[config.mk]
export PLATFORM = sky130hd
export DESIGN_NAME = iso_in_ep_ctrl
export DESIGN_NICKNAME = d
export VERILOG_FILES = /design/src/rtl/iso_in_pkg.sv /design/src/rtl/iso_in_txmem.sv /design/src/rtl/iso_in_bufctl.sv /design/src/rtl/iso_in_csr.sv /design/src/rtl/iso_in_ep_ctrl.sv
export SDC_FILE = /design/constraint.sdc
export NUM_CORES = 2
export LEC_CHECK = 0
export CORE_UTILIZATION = 55
export CTS_CLUSTER_DIAMETER = 120
export DETAILED_ROUTE_END_ITERATION = 16
export PLACE_DENSITY = 0.68
export SYNTH_ARGS = -nofsm -noshare
export SYNTH_HDL_FRONTEND = slang
export SYNTH_SLANG_ARGS = --single-unit
[constraint.sdc]
create_clock -name clk -period 4.3 [get_ports clk]
set_input_delay 0.43 -clock clk [delete_from_list [all_inputs] [get_ports clk]]
set_output_delay 0.43 -clock clk [all_outputs]
set_load 0.01 [all_outputs]
[src/rtl/iso_in_pkg.sv]
package iso_in_pkg;
  localparam int unsigned PKT_BYTES_DEF = 256;
  localparam int unsigned B_SVC  = 0;
  localparam int unsigned B_DONE = 1;
  localparam int unsigned B_FLSH = 2;
  localparam int unsigned B_URUN = 3;
  localparam int unsigned B_SHRT = 7;
endpackage

[src/rtl/iso_in_txmem.sv]
module iso_in_txmem #(
  parameter int unsigned DEPTH = 256,
  parameter int unsigned DW    = 8,
  localparam int unsigned AW   = $clog2(DEPTH)
) (
  input  logic          clk,
  input  logic          we,
  input  logic          wbank,
  input  logic [AW-1:0] waddr,
  input  logic [DW-1:0] wdata,
  input  logic          rbank,
  input  logic [AW-1:0] raddr,
  output logic [DW-1:0] rdata
);
  logic [DW-1:0] bank_q [2][DEPTH];

  always_ff @(posedge clk) begin
    if (we) begin
      bank_q[wbank][waddr] <= wdata;
    end
  end

  assign rdata = bank_q[rbank][raddr];
endmodule

[src/rtl/iso_in_bufctl.sv]
module iso_in_bufctl #(
  parameter int unsigned PKT  = 256,
  localparam int unsigned AW  = $clog2(PKT),
  localparam int unsigned LW  = $clog2(PKT + 1)
) (
  input  logic          clk,
  input  logic          rst_n,
  input  logic          data_we,
  input  logic          flush,
  input  logic          short_set,
  input  logic          eng_req,
  input  logic          eng_pop,
  input  logic          eng_eop,
  output logic          mem_we,
  output logic          mem_wbank,
  output logic [AW-1:0] mem_waddr,
  output logic          mem_rbank,
  output logic [AW-1:0] mem_raddr,
  output logic          svc,
  output logic          short_flag,
  output logic          ready,
  output logic          busy,
  output logic          last,
  output logic          zlp,
  output logic          urun_evt,
  output logic          done_evt
);
  localparam logic [LW-1:0] FULL_LEN = LW'(PKT);

  logic [1:0]          rdy_q, rdy_n;
  logic [LW-1:0]       len_q [2];
  logic [LW-1:0]       len_n [2];
  logic                wbuf_q, wbuf_n;
  logic                rbuf_q, rbuf_n;
  logic [LW-1:0]       wcnt_q, wcnt_n;
  logic [LW-1:0]       rptr_q, rptr_n;
  logic                busy_q, busy_n;
  logic                shrt_q, shrt_n;
  logic                sbuf_q, sbuf_n;
  logic                accept;
  logic [LW-1:0]       cur_len;

  assign accept  = data_we && !rdy_q[wbuf_q] && !flush;
  assign cur_len = len_q[rbuf_q];

  always_comb begin
    rdy_n    = rdy_q;
    len_n    = len_q;
    wbuf_n   = wbuf_q;
    rbuf_n   = rbuf_q;
    wcnt_n   = wcnt_q;
    rptr_n   = rptr_q;
    busy_n   = busy_q;
    shrt_n   = shrt_q;
    sbuf_n   = sbuf_q;
    urun_evt = 1'b0;
    done_evt = 1'b0;
    if (flush) begin
      rdy_n  = '0;
      wbuf_n = 1'b0;
      rbuf_n = 1'b0;
      wcnt_n = '0;
      rptr_n = '0;
      busy_n = 1'b0;
      shrt_n = 1'b0;
    end else begin
      if (accept) begin
        if (wcnt_q + 1'b1 == FULL_LEN) begin
          rdy_n[wbuf_q] = 1'b1;
          len_n[wbuf_q] = FULL_LEN;
          wbuf_n        = ~wbuf_q;
          wcnt_n        = '0;
        end else begin
          wcnt_n = wcnt_q + 1'b1;
        end
      end else if (short_set && !rdy_q[wbuf_q]) begin
        rdy_n[wbuf_q] = 1'b1;
        len_n[wbuf_q] = wcnt_q;
        shrt_n        = 1'b1;
        sbuf_n        = wbuf_q;
        wbuf_n        = ~wbuf_q;
        wcnt_n        = '0;
      end
      if (busy_q) begin
        if (eng_eop) begin
          rdy_n[rbuf_q] = 1'b0;
          rbuf_n        = ~rbuf_q;
          busy_n        = 1'b0;
          done_evt      = 1'b1;
        end else if (eng_pop) begin
          if (rptr_q < cur_len) begin
            rptr_n = rptr_q + 1'b1;
          end else begin
            urun_evt = 1'b1;
          end
        end
      end else if (eng_req) begin
        if (rdy_q[rbuf_q]) begin
          busy_n = 1'b1;
          rptr_n = '0;
          if (shrt_q && sbuf_q == rbuf_q) begin
            shrt_n = 1'b0;
          end
        end else begin
          urun_evt = 1'b1;
        end
      end
    end
  end

  always_ff @(posedge clk or negedge rst_n) begin
    if (!rst_n) begin
      rdy_q  <= '0;
      wbuf_q <= 1'b0;
      rbuf_q <= 1'b0;
      wcnt_q <= '0;
      rptr_q <= '0;
      busy_q <= 1'b0;
      shrt_q <= 1'b0;
      sbuf_q <= 1'b0;
    end else begin
      rdy_q  <= rdy_n;
      wbuf_q <= wbuf_n;
      rbuf_q <= rbuf_n;
      wcnt_q <= wcnt_n;
      rptr_q <= rptr_n;
      busy_q <= busy_n;
      shrt_q <= shrt_n;
      sbuf_q <= sbuf_n;
    end
  end

  for (genvar g = 0; g < 2; g++) begin : g_len
    always_ff @(posedge clk or negedge rst_n) begin
      if (!rst_n) begin
        len_q[g] <= '0;
      end else if (len_n[g] != len_q[g]) begin
        len_q[g] <= len_n[g];
      end
    end
  end

  assign mem_we     = accept;
  assign mem_wbank  = wbuf_q;
  assign mem_waddr  = wcnt_q[AW-1:0];
  assign mem_rbank  = rbuf_q;
  assign mem_raddr  = rptr_q[AW-1:0];
  assign svc        = ~&rdy_q;
  assign short_flag = shrt_q;
  assign ready      = rdy_q[rbuf_q] && !busy_q;
  assign busy       = busy_q;
  assign last       = busy_q && (cur_len != '0) && (rptr_q + 1'b1 == cur_len);
  assign zlp        = busy_q && (cur_len == '0);
endmodule

[src/rtl/iso_in_csr.sv]
module iso_in_csr
  import iso_in_pkg::*;
(
  input  logic        clk,
  input  logic        rst_n,
  input  logic        wr,
  input  logic [7:0]  wdata,
  input  logic        svc,
  input  logic        short_flag,
  input  logic        done_evt,
  input  logic        urun_evt,
  output logic        flush,
  output logic        short_set,
  output logic [31:0] rdata
);
  logic done_q, done_n;
  logic urun_q, urun_n;

  assign flush     = wr && wdata[B_FLSH];
  assign short_set = wr && wdata[B_SHRT];

  always_comb begin
    done_n = (done_q && !(wr && wdata[B_DONE])) || done_evt;
    urun_n = (urun_q && !(wr && wdata[B_URUN])) || urun_evt;
  end

  always_ff @(posedge clk or negedge rst_n) begin
    if (!rst_n) begin
      done_q <= 1'b0;
      urun_q <= 1'b0;
    end else begin
      done_q <= done_n;
      urun_q <= urun_n;
    end
  end

  always_comb begin
    rdata         = '0;
    rdata[B_SVC]  = svc;
    rdata[B_DONE] = done_q;
    rdata[B_URUN] = urun_q;
    rdata[B_SHRT] = short_flag;
  end
endmodule

[src/rtl/iso_in_ep_ctrl.sv]
module iso_in_ep_ctrl #(
  parameter int unsigned PKT = iso_in_pkg::PKT_BYTES_DEF,
  localparam int unsigned AW = $clog2(PKT)
) (
  input  logic        clk,
  input  logic        rst_n,
  input  logic        csr_wr_stat,
  input  logic        csr_wr_data,
  input  logic [7:0]  csr_wdata,
  output logic [31:0] csr_rdata,
  input  logic        eng_req,
  input  logic        eng_pop,
  input  logic        eng_eop,
  output logic        eng_ready,
  output logic [7:0]  eng_data,
  output logic        eng_last,
  output logic        eng_zlp
);
  logic          flush, short_set, svc, short_flag;
  logic          busy, urun_evt, done_evt;
  logic          mem_we, mem_wbank, mem_rbank;
  logic [AW-1:0] mem_waddr, mem_raddr;

  iso_in_csr u_csr (
    .clk        (clk),
    .rst_n      (rst_n),
    .wr         (csr_wr_stat),
    .wdata      (csr_wdata),
    .svc        (svc),
    .short_flag (short_flag),
    .done_evt   (done_evt),
    .urun_evt   (urun_evt),
    .flush      (flush),
    .short_set  (short_set),
    .rdata      (csr_rdata)
  );

  iso_in_bufctl #(.PKT(PKT)) u_ctl (
    .clk        (clk),
    .rst_n      (rst_n),
    .data_we    (csr_wr_data),
    .flush      (flush),
    .short_set  (short_set),
    .eng_req    (eng_req),
    .eng_pop    (eng_pop),
    .eng_eop    (eng_eop),
    .mem_we     (mem_we),
    .mem_wbank  (mem_wbank),
    .mem_waddr  (mem_waddr),
    .mem_rbank  (mem_rbank),
    .mem_raddr  (mem_raddr),
    .svc        (svc),
    .short_flag (short_flag),
    .ready      (eng_ready),
    .busy       (busy),
    .last       (eng_last),
    .zlp        (eng_zlp),
    .urun_evt   (urun_evt),
    .done_evt   (done_evt)
  );

  iso_in_txmem #(.DEPTH(PKT), .DW(8)) u_mem (
    .clk   (clk),
    .we    (mem_we),
    .wbank (mem_wbank),
    .waddr (mem_waddr),
    .wdata (csr_wdata),
    .rbank (mem_rbank),
    .raddr (mem_raddr),
    .rdata (eng_data)
  );
endmodule

==> summary.md <==
| Metric | Value |
|---|---|
| Clock root cell | `clkbuf_16` |
| CP Max Fanout | `18` |
| Synthesis Warnings | `0` |
| Worst slew pin tran | `1.17 ns` |
| Fmax | `around 190 MHz` |
| CP required | `around 3.9 ns` |
| GRT Resource Usage Total | `0.282` |
| Core area | `between 200000 and 300000 um2` |
| Port-buffer cells | `29` |
| DRC | `0` |
| TritonRoute pass-1 iters | `5` |
| GRT met3 Usage | `0.0514` |
| Static Leak | `~0.06 uW` |
| Reg-to-reg startpoint | `u_ctl.mem_rbank` |
| Commonest cells after routing, fill and taps aside | `edfxtp_1, mux4_2, buf_4` |
| Max VDD drop | `between 0.0004 and 0.0005 V` |
| Post-Syn Area | `approximately 160000 um2` |
| Final hold vios | `0` |
| Distinct cell type count after synthesis | `68` |
| Clock Latency Late Sink | `~0.97 ns` |
| Die Y | `about 540 um` |
| Top post-synthesis cells by area | `edfxtp_1, mux4_2, mux2i_1, nor2_1, a22oi_1` |
| Final Cell Area | `about 190000 um2` |
| Clk_skew | `0.0664 ns` |
| WL/cell | `31.9 um` |
| Via Count | `~84000` |
| Final net count | `about 8800` |
| Area grow syn2layout | `17.7%` |
| Via density | `about 6.5` |
| Post-Layout Cell Count | `between 10000 and 15000` |
| CTS clk-pin slew, worst paths | `~0.060 ns` |
| Post-DP HPWL | `253 mm` |
| Most common cell after layout, fill and taps aside | `edfxtp_1` |
| Final setup vio count | `9` |
| Synthesized flop and latch total | `~4100` |
| # IOs | `58` |
| Starting Density | `0.553` |
| Number of CTS-inserted buffers | `404` |
| Worst Setup SP | `u_ctl.rptr_q[0]` |
| Worst hold path type | `input port to flop` |
| Async SR Flop Fraction | `0.0109` |
| Final WS setup | `-0.980 ns` |
| M1 GR Usage | `0.410` |
| Initial antenna violation count | `20` |
| Violated checks | `negative setup slack` |
| Placed Area | `173000 um2` |
| Final Critical Period | `roughly 5.3 ns` |
| WP data arrival | `roughly 4.9 ns` |
| CP startpoint kind | `flop` |
| Die W | `543 um` |
| Reg2reg path depth | `16` |
| Mean Syn Cell Area | `~21 um2` |
| Outcome | `complete, but fails checks` |
| Worst setup EP type | `output pin` |
| Slew Viols, Final | `0` |
| DP Worst Slack | `-0.873 ns` |
| Register area | `between 100000 and 150000 um2` |
| Fillers | `~19000` |
| Main synth FF type | `edfxtp_1` |
| DRT iter0 DRCs | `roughly 11000` |
| Placed cells | `roughly 12000` |
| H-Tree Depth | `5` |
| Gr busiest metal | `met2` |
| CTS tree | `done` |
| Share of cells above drive strength 1 | `0.315` |
| Seq/Total Area, Yosys | `0.772` |
| Crit path kind | `flop to output pin` |
| CTS Buffer Depth | `4` |
| Post-synth top area share | `0.765` |
| Final GP Congestion | `0.894` |
| CP endpoint | `eng_data[7]` |
| Hold Startpoint | `csr_wdata[4]` |
| Power Density | `between 500 and 600 nW/um2` |
| # Max-Cap Violations | `0` |
| Reg-to-Reg End | `u_ctl.rptr_q[7]` |
| Max_slew headroom | `0.218` |
| CTS sink cnt | `between 4000 and 5000` |
| Grt ovf | `0` |
| Antenna viol nets, final | `0` |
| Post-synth EDFFs | `~4000` |
| Met2 global-route usage | `0.434` |
| Number of global-route vias before repair | `around 84000` |
| Final worst-path cycle share | `1.23` |
| Pin count of the biggest net entering global routing | `slightly below 200` |
| Cell Rows | `between 150 and 200` |
| Area of the multi-input gates | `35200 um2` |
| Global-route wire length before repair | `~590 mm` |
| Syn Inst Count | `7685` |
| Area leader, netlist | `edfxtp_1` |
| R2r setup slk | `roughly 0.63 ns` |
| Final WL | `415 mm` |
| Die area | `295000 um2` |
| RSZ-0062 raised after global routing | `yes` |
-- what timing repair did --
action,4_1_cts,5_1_grt
gates resized for setup,235,55
hold endpoints to repair,433,0
cloned,19,4
hold buffers,8,0
setup buffers,83,31
endpoints found under the setup margin,10,10
pin swaps,33,17
-- critical path, cell delays in order (launching register included) --
cell and delay [ns]:
dfrtp_4 0.56, buf_12 0.17, buf_12 0.16, buf_12 0.16, buf_4 0.19, nand2_1 0.49
buf_4 0.27, o221ai_1 0.14, o22ai_1 0.27, a21oi_1 0.10, o22ai_1 0.30, a21oi_2 0.16
a22oi_2 0.38, buf_4 0.20, nand3_4 0.13, buf_6 0.18
-- metal layers --
metal,vias up,part of all wire
met4,12,0.036
met5,-,0.00019
li1,34300,-
met3,712,0.11
met1,44200,0.39
met2,4997,0.47
-- stage by stage --
step            util  hold slack [ns]  total power, uW  setup TNS [ns]
5_1_grt        0.651           0.0661           101000           -6.06
3_3_place_gp   0.594            0.480            60200           -4.23
6_report       0.651           0.0507            98000           -5.79
2_1_floorplan      -            0.134            54800               0
4_1_cts        0.649           0.0562            97900           -5.93
3_5_place_dp   0.594            0.482            60300           -4.07
-- how the worst min path moves through the flow --
stage                                 end  slack [ns]  depth (start not counted)
global placement           u_ctl.len_q[0]        0.48                          1
CTS                 u_mem.bank_q[0][1580]        0.06                          1
detailed placement         u_ctl.len_q[1]        0.48                          1
finish              u_mem.bank_q[1][1900]        0.05                          1
global route        u_mem.bank_q[1][1900]        0.07                          1
floorplan                    u_csr.done_q        0.13                          0
-- cell type report --
class / instances / share of cell area
clock inverters: 244 / 0.0162
inverters: 12 / 0.000238
multi-input cells: 3040 / 0.186
diodes: 11 / 0.000145
repair buffers: 1168 / 0.0607
well taps: 3900 / 0.0258
flip-flops and latches: 4141 / 0.656
clock buffers: 496 / 0.0556
-- Yosys cell counts, drive strengths merged, types with 3 or more instances --
cell type and n:
a22oi 241, a211oi 6, o31a 7, or2 11, ha 14, a21o 4
inv 12, or3 10, buf 273, nor2 572, edfxtp 4096, a221oi 126
a2bb2oi 7, and3 7, and4 5, a41o 7, a21oi 124, o22ai 26
dfrtp 45, o31ai 3, mux2i 243, or4 4, nor2b 12, nand2b 17
nand4b 4, xor2 6, o211ai 11, mux4 943, mux2 12, clkbuf 247
o221ai 21, o21ai 157, nand2 145, nand3b 9, nor4b 3, a22o 69
nor3b 6, nand4 33, nor3 13, and2 11, o32ai 9, xnor2 9
nand3 82
-- report_power, final --
part	internal, uW	total (uW)	switching [uW]
clock network	21100	36300	15200
registers	44400	44600	127
logic	8620	17100	8450
-- flip-flops by register name, indices dropped and copies added, names as in the netlist, 2 cells and up --
name,flops
u_ctl.rdy_q,2
u_mem.bank_q,4096
u_ctl.rptr_q,9
u_ctl.wcnt_q,9
u_ctl.len_q,18
-- cells by family (layout without fill, tap and decap cells) --
family / after synthesis / in the layout / synth area share
AOI/OAI and AO/OA: 834 / 834 / 0.0365
xor gates and xnor gates: 15 / 15 / 0.000817
adders and majority gates: 14 / 14 / 0.00109
buffers and inverters: 532 / 1920 / 0.0163
DFF: 4141 / 4141 / 0.772
muxes: 1198 / 1198 / 0.148
other: 1 / 39 / 0.0000233
and+or+nand+nor: 950 / 951 / 0.0255
(Power assumes the default switching activity.)
